`src/rtl/bftt_pkg.sv`:
```
// Shared types for the bit-field test-and-toggle unit.
// Assumes: two-bit destination code, carry held in status bit 0.
package bftt_pkg;
    typedef enum logic [1:0] {
        DST_MEM = 2'b00,
        DST_REG = 2'b01,
        DST_SR  = 2'b10,
        DST_RSV = 2'b11
    } dst_e;

    typedef enum logic [1:0] {
        ST_IDLE  = 2'b00,
        ST_READ  = 2'b01,
        ST_CAPT  = 2'b10,
        ST_WRITE = 2'b11
    } state_e;

    localparam int CARRY_POS = 0;
endpackage

```
`src/rtl/bftt_ctrl.sv`:
```
// Sequencer: latches the command, steps read -> (capture) -> write.
// Assumes memory read data arrives one cycle after mem_rd_en.
module bftt_ctrl
    import bftt_pkg::*;
#(
    parameter int DW = 16,
    parameter int AW = 16,
    parameter int RW = 3
) (
    input  logic          clk,
    input  logic          rst_n,
    input  logic          cmd_valid,
    input  logic [1:0]    cmd_dst,
    input  logic [DW-1:0] cmd_mask,
    input  logic [AW-1:0] cmd_addr,
    input  logic [RW-1:0] cmd_ridx,
    output logic          busy,
    output logic          done,
    output logic          mem_rd_en,
    output logic          cap_en,
    output logic          upd_en,
    output logic [DW-1:0] mask_q,
    output dst_e          dst_q,
    output logic [AW-1:0] addr_q,
    output logic [RW-1:0] ridx_q
);
    state_e state, state_nx;
    logic   accept;

    assign accept = (state == ST_IDLE) && cmd_valid && (dst_e'(cmd_dst) != DST_RSV);

    // next-state selection
    always_comb begin
        state_nx = state;
        case (state)
            ST_IDLE:  if (accept) state_nx = ST_READ;
            ST_READ:  state_nx = (dst_q == DST_MEM) ? ST_CAPT : ST_WRITE;
            ST_CAPT:  state_nx = ST_WRITE;
            ST_WRITE: state_nx = ST_IDLE;
            default:  state_nx = ST_IDLE;
        endcase
    end

    // state register
    always_ff @(posedge clk) begin
        if (!rst_n) state <= ST_IDLE;
        else        state <= state_nx;
    end

    // command latch, loaded only on acceptance
    always_ff @(posedge clk) begin
        if (!rst_n) begin
            mask_q <= '0;
            dst_q  <= DST_MEM;
            addr_q <= '0;
            ridx_q <= '0;
        end else if (accept) begin
            mask_q <= cmd_mask;
            dst_q  <= dst_e'(cmd_dst);
            addr_q <= cmd_addr;
            ridx_q <= cmd_ridx;
        end
    end

    // strobes decoded from the state
    always_comb begin
        busy      = (state != ST_IDLE);
        done      = (state == ST_WRITE);
        upd_en    = (state == ST_WRITE);
        mem_rd_en = (state == ST_READ) && (dst_q == DST_MEM);
        cap_en    = ((state == ST_READ) && (dst_q != DST_MEM)) || (state == ST_CAPT);
    end
endmodule

```
`src/rtl/bftt_datapath.sv`:
```
// Operand capture, toggle and all-ones test.
// Assumes cap_en is high for exactly one cycle per command.
module bftt_datapath
    import bftt_pkg::*;
#(
    parameter int DW = 16
) (
    input  logic          clk,
    input  logic          rst_n,
    input  logic          cap_en,
    input  dst_e          dst_q,
    input  logic [DW-1:0] mem_rdata,
    input  logic [DW-1:0] rf_rdata,
    input  logic [DW-1:0] sr_q,
    input  logic [DW-1:0] mask_q,
    output logic [DW-1:0] result,
    output logic          all_set
);
    logic [DW-1:0] opnd, src, hit;

    // pick the operand source for the latched destination
    always_comb begin
        case (dst_q)
            DST_MEM: src = mem_rdata;
            DST_REG: src = rf_rdata;
            default: src = sr_q;
        endcase
    end

    // hold the pre-toggle operand
    always_ff @(posedge clk) begin
        if (!rst_n)      opnd <= '0;
        else if (cap_en) opnd <= src;
    end

    // per-bit test: unmasked bits always pass
    for (genvar i = 0; i < DW; i++) begin : g_hit
        assign hit[i] = ~mask_q[i] | opnd[i];
    end

    assign all_set = &hit;
    assign result  = opnd ^ mask_q;
endmodule

```
`src/rtl/bftt_status.sv`:
```
// Status register: carry from the test, or a full toggle when it is the target.
// Assumes upd_en pulses once per command, in the write-back cycle.
module bftt_status
    import bftt_pkg::*;
#(
    parameter int          DW     = 16,
    parameter logic [15:0] SR_RST = 16'h0300
) (
    input  logic          clk,
    input  logic          rst_n,
    input  logic          upd_en,
    input  logic          sr_dest,
    input  logic [DW-1:0] result,
    input  logic          all_set,
    output logic [DW-1:0] sr_q
);
    // update the status word at write-back
    always_ff @(posedge clk) begin
        if (!rst_n) begin
            sr_q <= DW'(SR_RST);
        end else if (upd_en) begin
            if (sr_dest) sr_q <= result;
            else         sr_q[CARRY_POS] <= all_set;
        end
    end
endmodule

```
`src/rtl/bftt_unit.sv`:
```
// Top: atomic test-and-toggle on memory, register file or status.
// Assumes a one-cycle-latency memory and a combinational register-file read.
module bftt_unit
    import bftt_pkg::*;
#(
    parameter int          DW     = 16,
    parameter int          AW     = 16,
    parameter int          RW     = 3,
    parameter logic [15:0] SR_RST = 16'h0300
) (
    input  logic          clk,
    input  logic          rst_n,
    input  logic          cmd_valid,
    input  logic [1:0]    cmd_dst,
    input  logic [DW-1:0] cmd_mask,
    input  logic [AW-1:0] cmd_addr,
    input  logic [RW-1:0] cmd_ridx,
    output logic          busy,
    output logic          done,
    output logic          mem_rd_en,
    output logic          mem_wr_en,
    output logic [AW-1:0] mem_addr,
    output logic [DW-1:0] mem_wdata,
    input  logic [DW-1:0] mem_rdata,
    output logic [RW-1:0] rf_idx,
    input  logic [DW-1:0] rf_rdata,
    output logic          rf_wr_en,
    output logic [DW-1:0] rf_wdata,
    output logic [DW-1:0] sr_out
);
    logic          cap_en, upd_en, all_set;
    logic [DW-1:0] mask_q, result, sr_q;
    logic [AW-1:0] addr_q;
    logic [RW-1:0] ridx_q;
    logic [1:0]    dst_bits;
    dst_e          dst_q;

    bftt_ctrl #(.DW(DW), .AW(AW), .RW(RW)) u_ctrl (
        .clk(clk), .rst_n(rst_n), .cmd_valid(cmd_valid), .cmd_dst(cmd_dst),
        .cmd_mask(cmd_mask), .cmd_addr(cmd_addr), .cmd_ridx(cmd_ridx),
        .busy(busy), .done(done), .mem_rd_en(mem_rd_en), .cap_en(cap_en),
        .upd_en(upd_en), .mask_q(mask_q), .dst_q(dst_q), .addr_q(addr_q),
        .ridx_q(ridx_q)
    );

    bftt_datapath #(.DW(DW)) u_dp (
        .clk(clk), .rst_n(rst_n), .cap_en(cap_en), .dst_q(dst_q),
        .mem_rdata(mem_rdata), .rf_rdata(rf_rdata), .sr_q(sr_q),
        .mask_q(mask_q), .result(result), .all_set(all_set)
    );

    bftt_status #(.DW(DW), .SR_RST(SR_RST)) u_sr (
        .clk(clk), .rst_n(rst_n), .upd_en(upd_en),
        .sr_dest(dst_q == DST_SR), .result(result), .all_set(all_set),
        .sr_q(sr_q)
    );

    // route the result to the latched destination
    always_comb begin
        mem_wr_en = upd_en && (dst_q == DST_MEM);
        rf_wr_en  = upd_en && (dst_q == DST_REG);
        mem_addr  = addr_q;
        mem_wdata = result;
        rf_idx    = ridx_q;
        rf_wdata  = result;
        sr_out    = sr_q;
        dst_bits  = dst_q;
    end
endmodule

```
`config.mk`:
```
export PLATFORM = sky130hd
export DESIGN_NAME = bftt_unit
export DESIGN_NICKNAME = d
export VERILOG_FILES = /design/src/rtl/bftt_pkg.sv /design/src/rtl/bftt_ctrl.sv /design/src/rtl/bftt_datapath.sv /design/src/rtl/bftt_status.sv /design/src/rtl/bftt_unit.sv
export SDC_FILE = /design/constraint.sdc
export NUM_CORES = 1
export LEC_CHECK = 0
export ABC_AREA = 1
export BUFFER_PORTS_ARGS = -buffer_cell sky130_fd_sc_hd__buf_2
export CORE_ASPECT_RATIO = 0.8
export CORE_MARGIN = 2
export CORE_UTILIZATION = 35
export CTS_BUF_LIST = sky130_fd_sc_hd__clkbuf_16
export DETAILED_ROUTE_END_ITERATION = 8
export HOLD_SLACK_MARGIN = 0.1
export PLACE_DENSITY = 0.72
export SYNTH_ARGS = -nofsm -noshare
export SYNTH_HDL_FRONTEND = slang
export SYNTH_SLANG_ARGS = --single-unit
```
`constraint.sdc`:
```
create_clock -name clk -period 4.65 [get_ports clk]
set_clock_uncertainty 0.2 [all_clocks]
set_input_delay 0.2325 -clock clk [delete_from_list [all_inputs] [get_ports clk]]
set_output_delay 0.2325 -clock clk [all_outputs]
set_load 0.02 [all_outputs]
```
==> results.py <==
metrics = {
    "sta": {
        "tightest_slew_ns": 1.23,
        "finalSetupTns_ns": 0,
        "rsz0062_at_grt": "no",
        "fmax_ghz": 0.354,
        "min_period_ns": 2.83,
        "finalSetupViolations": 0,
        "slew_violations": 0,
        "relSlewSlack_pct": 18.2,
        "hold_violations": 0,
        "min_period_over_period_pct": 60.8,
        "fin_hold_ws_ns": 0.177,
    },
    "placed_design": {
        "gp_congestion": 0.770,
        "hpwl_um": 6420,
        "port_buffers": 143,
    },
    "logic_synthesis": {
        "synthArstFlopShare_pct": 0,
        "synthFlopType": "dfxtp_1",
        "yosysWarnings": 0,
        "syn_area_sq_um": 3280,
        "synth.area.top_cells": "dfxtp_1 (43%), nor2_1 (10%), ha_1 (8.0%)",
        "synth_edf_count": 0,
        "syn_area_per_cell_sq_um": 7.31,
        "synth_cells": 448,
        "yosysMostFrequentCell": "nor2_1",
        "synth_top_area_share_pct": 43.4,
        "synth_seq_cells": 71,
        "ys_seq_area_share_pct": 43.4,
        "synth_top_area_cell": "dfxtp_1",
        "yosysUniqueCellTypes": 20,
        "synth_common_cells": "nor2_1 (91), dfxtp_1 (71), nand2_1 (55)",
        "synth_nets": 541,
    },
    "power_and_ir_drop": {
        "p_clk_share_pct": 23.5,
        "leakage_nw": 2.48,
        "comb_power_share_pct": 46.9,
        "ir_drop_v": 0.000349,
        "power.density_nw_per_um2": 592,
        "switching_power_mw": 1.23,
        "netSwitchingFraction_pct": 42.5,
        "cellInternalPower_mw": 1.66,
        "p_seq_share_pct": 29.6,
    },
    "floorplan": {
        "die_h_um": 90.5,
        "initial_core_util_pct": 36.1,
        "rows": 31,
        "ioPinCount": 144,
        "core-area_sq_um": 9080,
        "die_area_sq_um": 10200,
        "die_w_um": 112,
    },
    "clocking": {
        "ctsHoldBuffers": 67,
        "htree_levels": 3,
        "cts_buffer_depth": 2,
        "clockRootBuffer": "clkbuf_16",
        "tritoncts": "done",
        "clkLatencyLatePin_ns": 0.33,
        "clk_pin_slew_ns": 0.06,
        "cts_setup_buffers": 0,
        "cts_resized": 0,
        "clkSinkCount": 71,
        "numCtsBuffers": 9,
    },
    "final_layout": {
        "n_fill_cell": 853,
        "syn_to_final_growth_pct": 49.1,
        "num_antenna_cells": 0,
        "drive_gt1_share_pct": 25.8,
        "final_nets": 724,
        "ff_latch_area_sq_um": 1420,
        "multi_input_area_sq_um": 1470,
    },
    "detailed_routing": {
        "dr.pass1.iters": 5,
        "drc_errors": 0,
        "dr_total_vias": 3514,
        "drtAntennaViolNets": 0,
        "wl_per_cell_um": 13.2,
        "routed_via_density": 4.68,
        "drt_iter0_markers": 166,
        "routed_wl_um": 9880,
    },
    "critical_path": {
        "worstSetupPathType": "reg2reg",
        "crit_chain": "nor2_4 > o21bai_2 > inv_1 > nor2_1 > nor2_1",
        "slowest_delay_ns": 1.01,
        "critical_path.max_fanout": 32,
        "required_ns": 4.67,
        "end_kind": "flip-flop",
        "cp_common_cell": "nor2_1",
        "arrival_ns": 2.85,
        "slowest_stage": "o21bai_2",
        "worstSetupStartpointType": "flip-flop",
    },
    "min_path": {
        "hold_class": "in2reg",
    },
    "run_status": {
        "outcome": "completed",
    },
    "grt": {
        "grt_pass1_wl_um": 16300,
        "grt_usage_pct": 19.7,
        "antenna_found_initial": 0,
        "grt_max_degree": 70,
        "overflow": 0,
        "grt_pass1_vias": 3486,
    },
    "run": {
        "drv_cap": 0,
    },
}
layout by cell type, fill, tap and decap left out:
cell	instances
inv_6	1
nor3_1	3
inv_1	43
bufinv_16	1
buf_2	143
clkbuf_16	9
clkinvlp_4	1
dlygate4sd3_1	67
clkinv_4	2
nand3_2	1
nand3_1	4
o21ai_0	52
nor2_2	1
o21bai_2	1
o21ai_1	18
nor2_4	1
ha_1	21
nor2_1	91
dfxtp_1	71
inv_2	1
clkinv_1	1
a21oi_1	46
clkinv_2	1
buf_4	1
nand2_1	55
path summary, 6_finish.rpt:
check,from,end,slack (ns),cells past startpoint
max,u_ctrl.dst_q[1],u_dp.opnd[11],1.82,5
min,rf_rdata[1],u_dp.opnd[1],0.18,5
max reg2reg,u_ctrl.dst_q[1],u_dp.opnd[11],1.82,5
min reg2reg,u_ctrl.addr_q[0],u_ctrl.addr_q[0],0.28,2
critical path: cells and delay by family, from the launching register on:
family,cells,cell delay (ns)
AND/OR/NAND/NOR,3,0.46
flip-flops,1,0.89
AO/OA/AOI/OAI,1,1.01
buffers and inverters,1,0.17
power by group through the flow:
stage	clock network (mW)	logic [mW]	registers, mW
5_1_grt	0.729	1.51	0.875
3_5_place_dp	0	1.27	0.863
3_3_place_gp	0	1.24	0.861
4_1_cts	0.696	1.36	0.855
2_1_floorplan	0	0.950	0.890
6_report	0.681	1.36	0.856
registers in the layout, summed over array words and instances (netlist names):
register and flops:
u_ctrl.addr_q 16, u_ctrl.dst_q 2, u_ctrl.mask_q 16, u_ctrl.ridx_q 3, u_ctrl.state 2, u_dp.opnd 16, u_sr.sr_q 16
cell type report:
class / count / share of cell area (%)
sequential: 71 / 29.1
clock buffer: 9 / 4.61
multi-input combinational: 294 / 30.0
timing repair buffer: 211 / 28.5
clock inverter: 7 / 1.48
tap: 115 / 2.94
inverter: 44 / 3.38
cells by family (layout without fill, tap and decap cells):
logic type,count (synthesis),in the layout,synth area share (%)
buf+inv,83,271,11.9
fa+ha+maj,21,21,8.02
flops,71,71,43.4
compound gates,117,117,18.1
simple gates,156,156,18.6
per-layer routing:
metal  routed length [um]  global-route usage [%]
met1                 4350                    24.5
met3                  781                    5.17
met5                    0                       0
met2                 4600                    33.2
met4                  156                    6.61
metrics by stage:
step / instances / power, mW / utilization (%) / area, sq um / setup slack [ns]
finish: 751 / 2.90 / 53.8 / 4890 / 1.82
global route: 751 / 3.12 / 53.8 / 4890 / 1.56
CTS: 751 / 2.91 / 53.8 / 4890 / 1.91
detailed placement: 668 / 2.13 / 43.2 / 3920 / 1.93
global placement: 668 / 2.10 / 43.2 / 3920 / 2.04
floorplan: 448 / 1.84 / - / 3280 / 2.96
(Power assumes the default switching activity.)
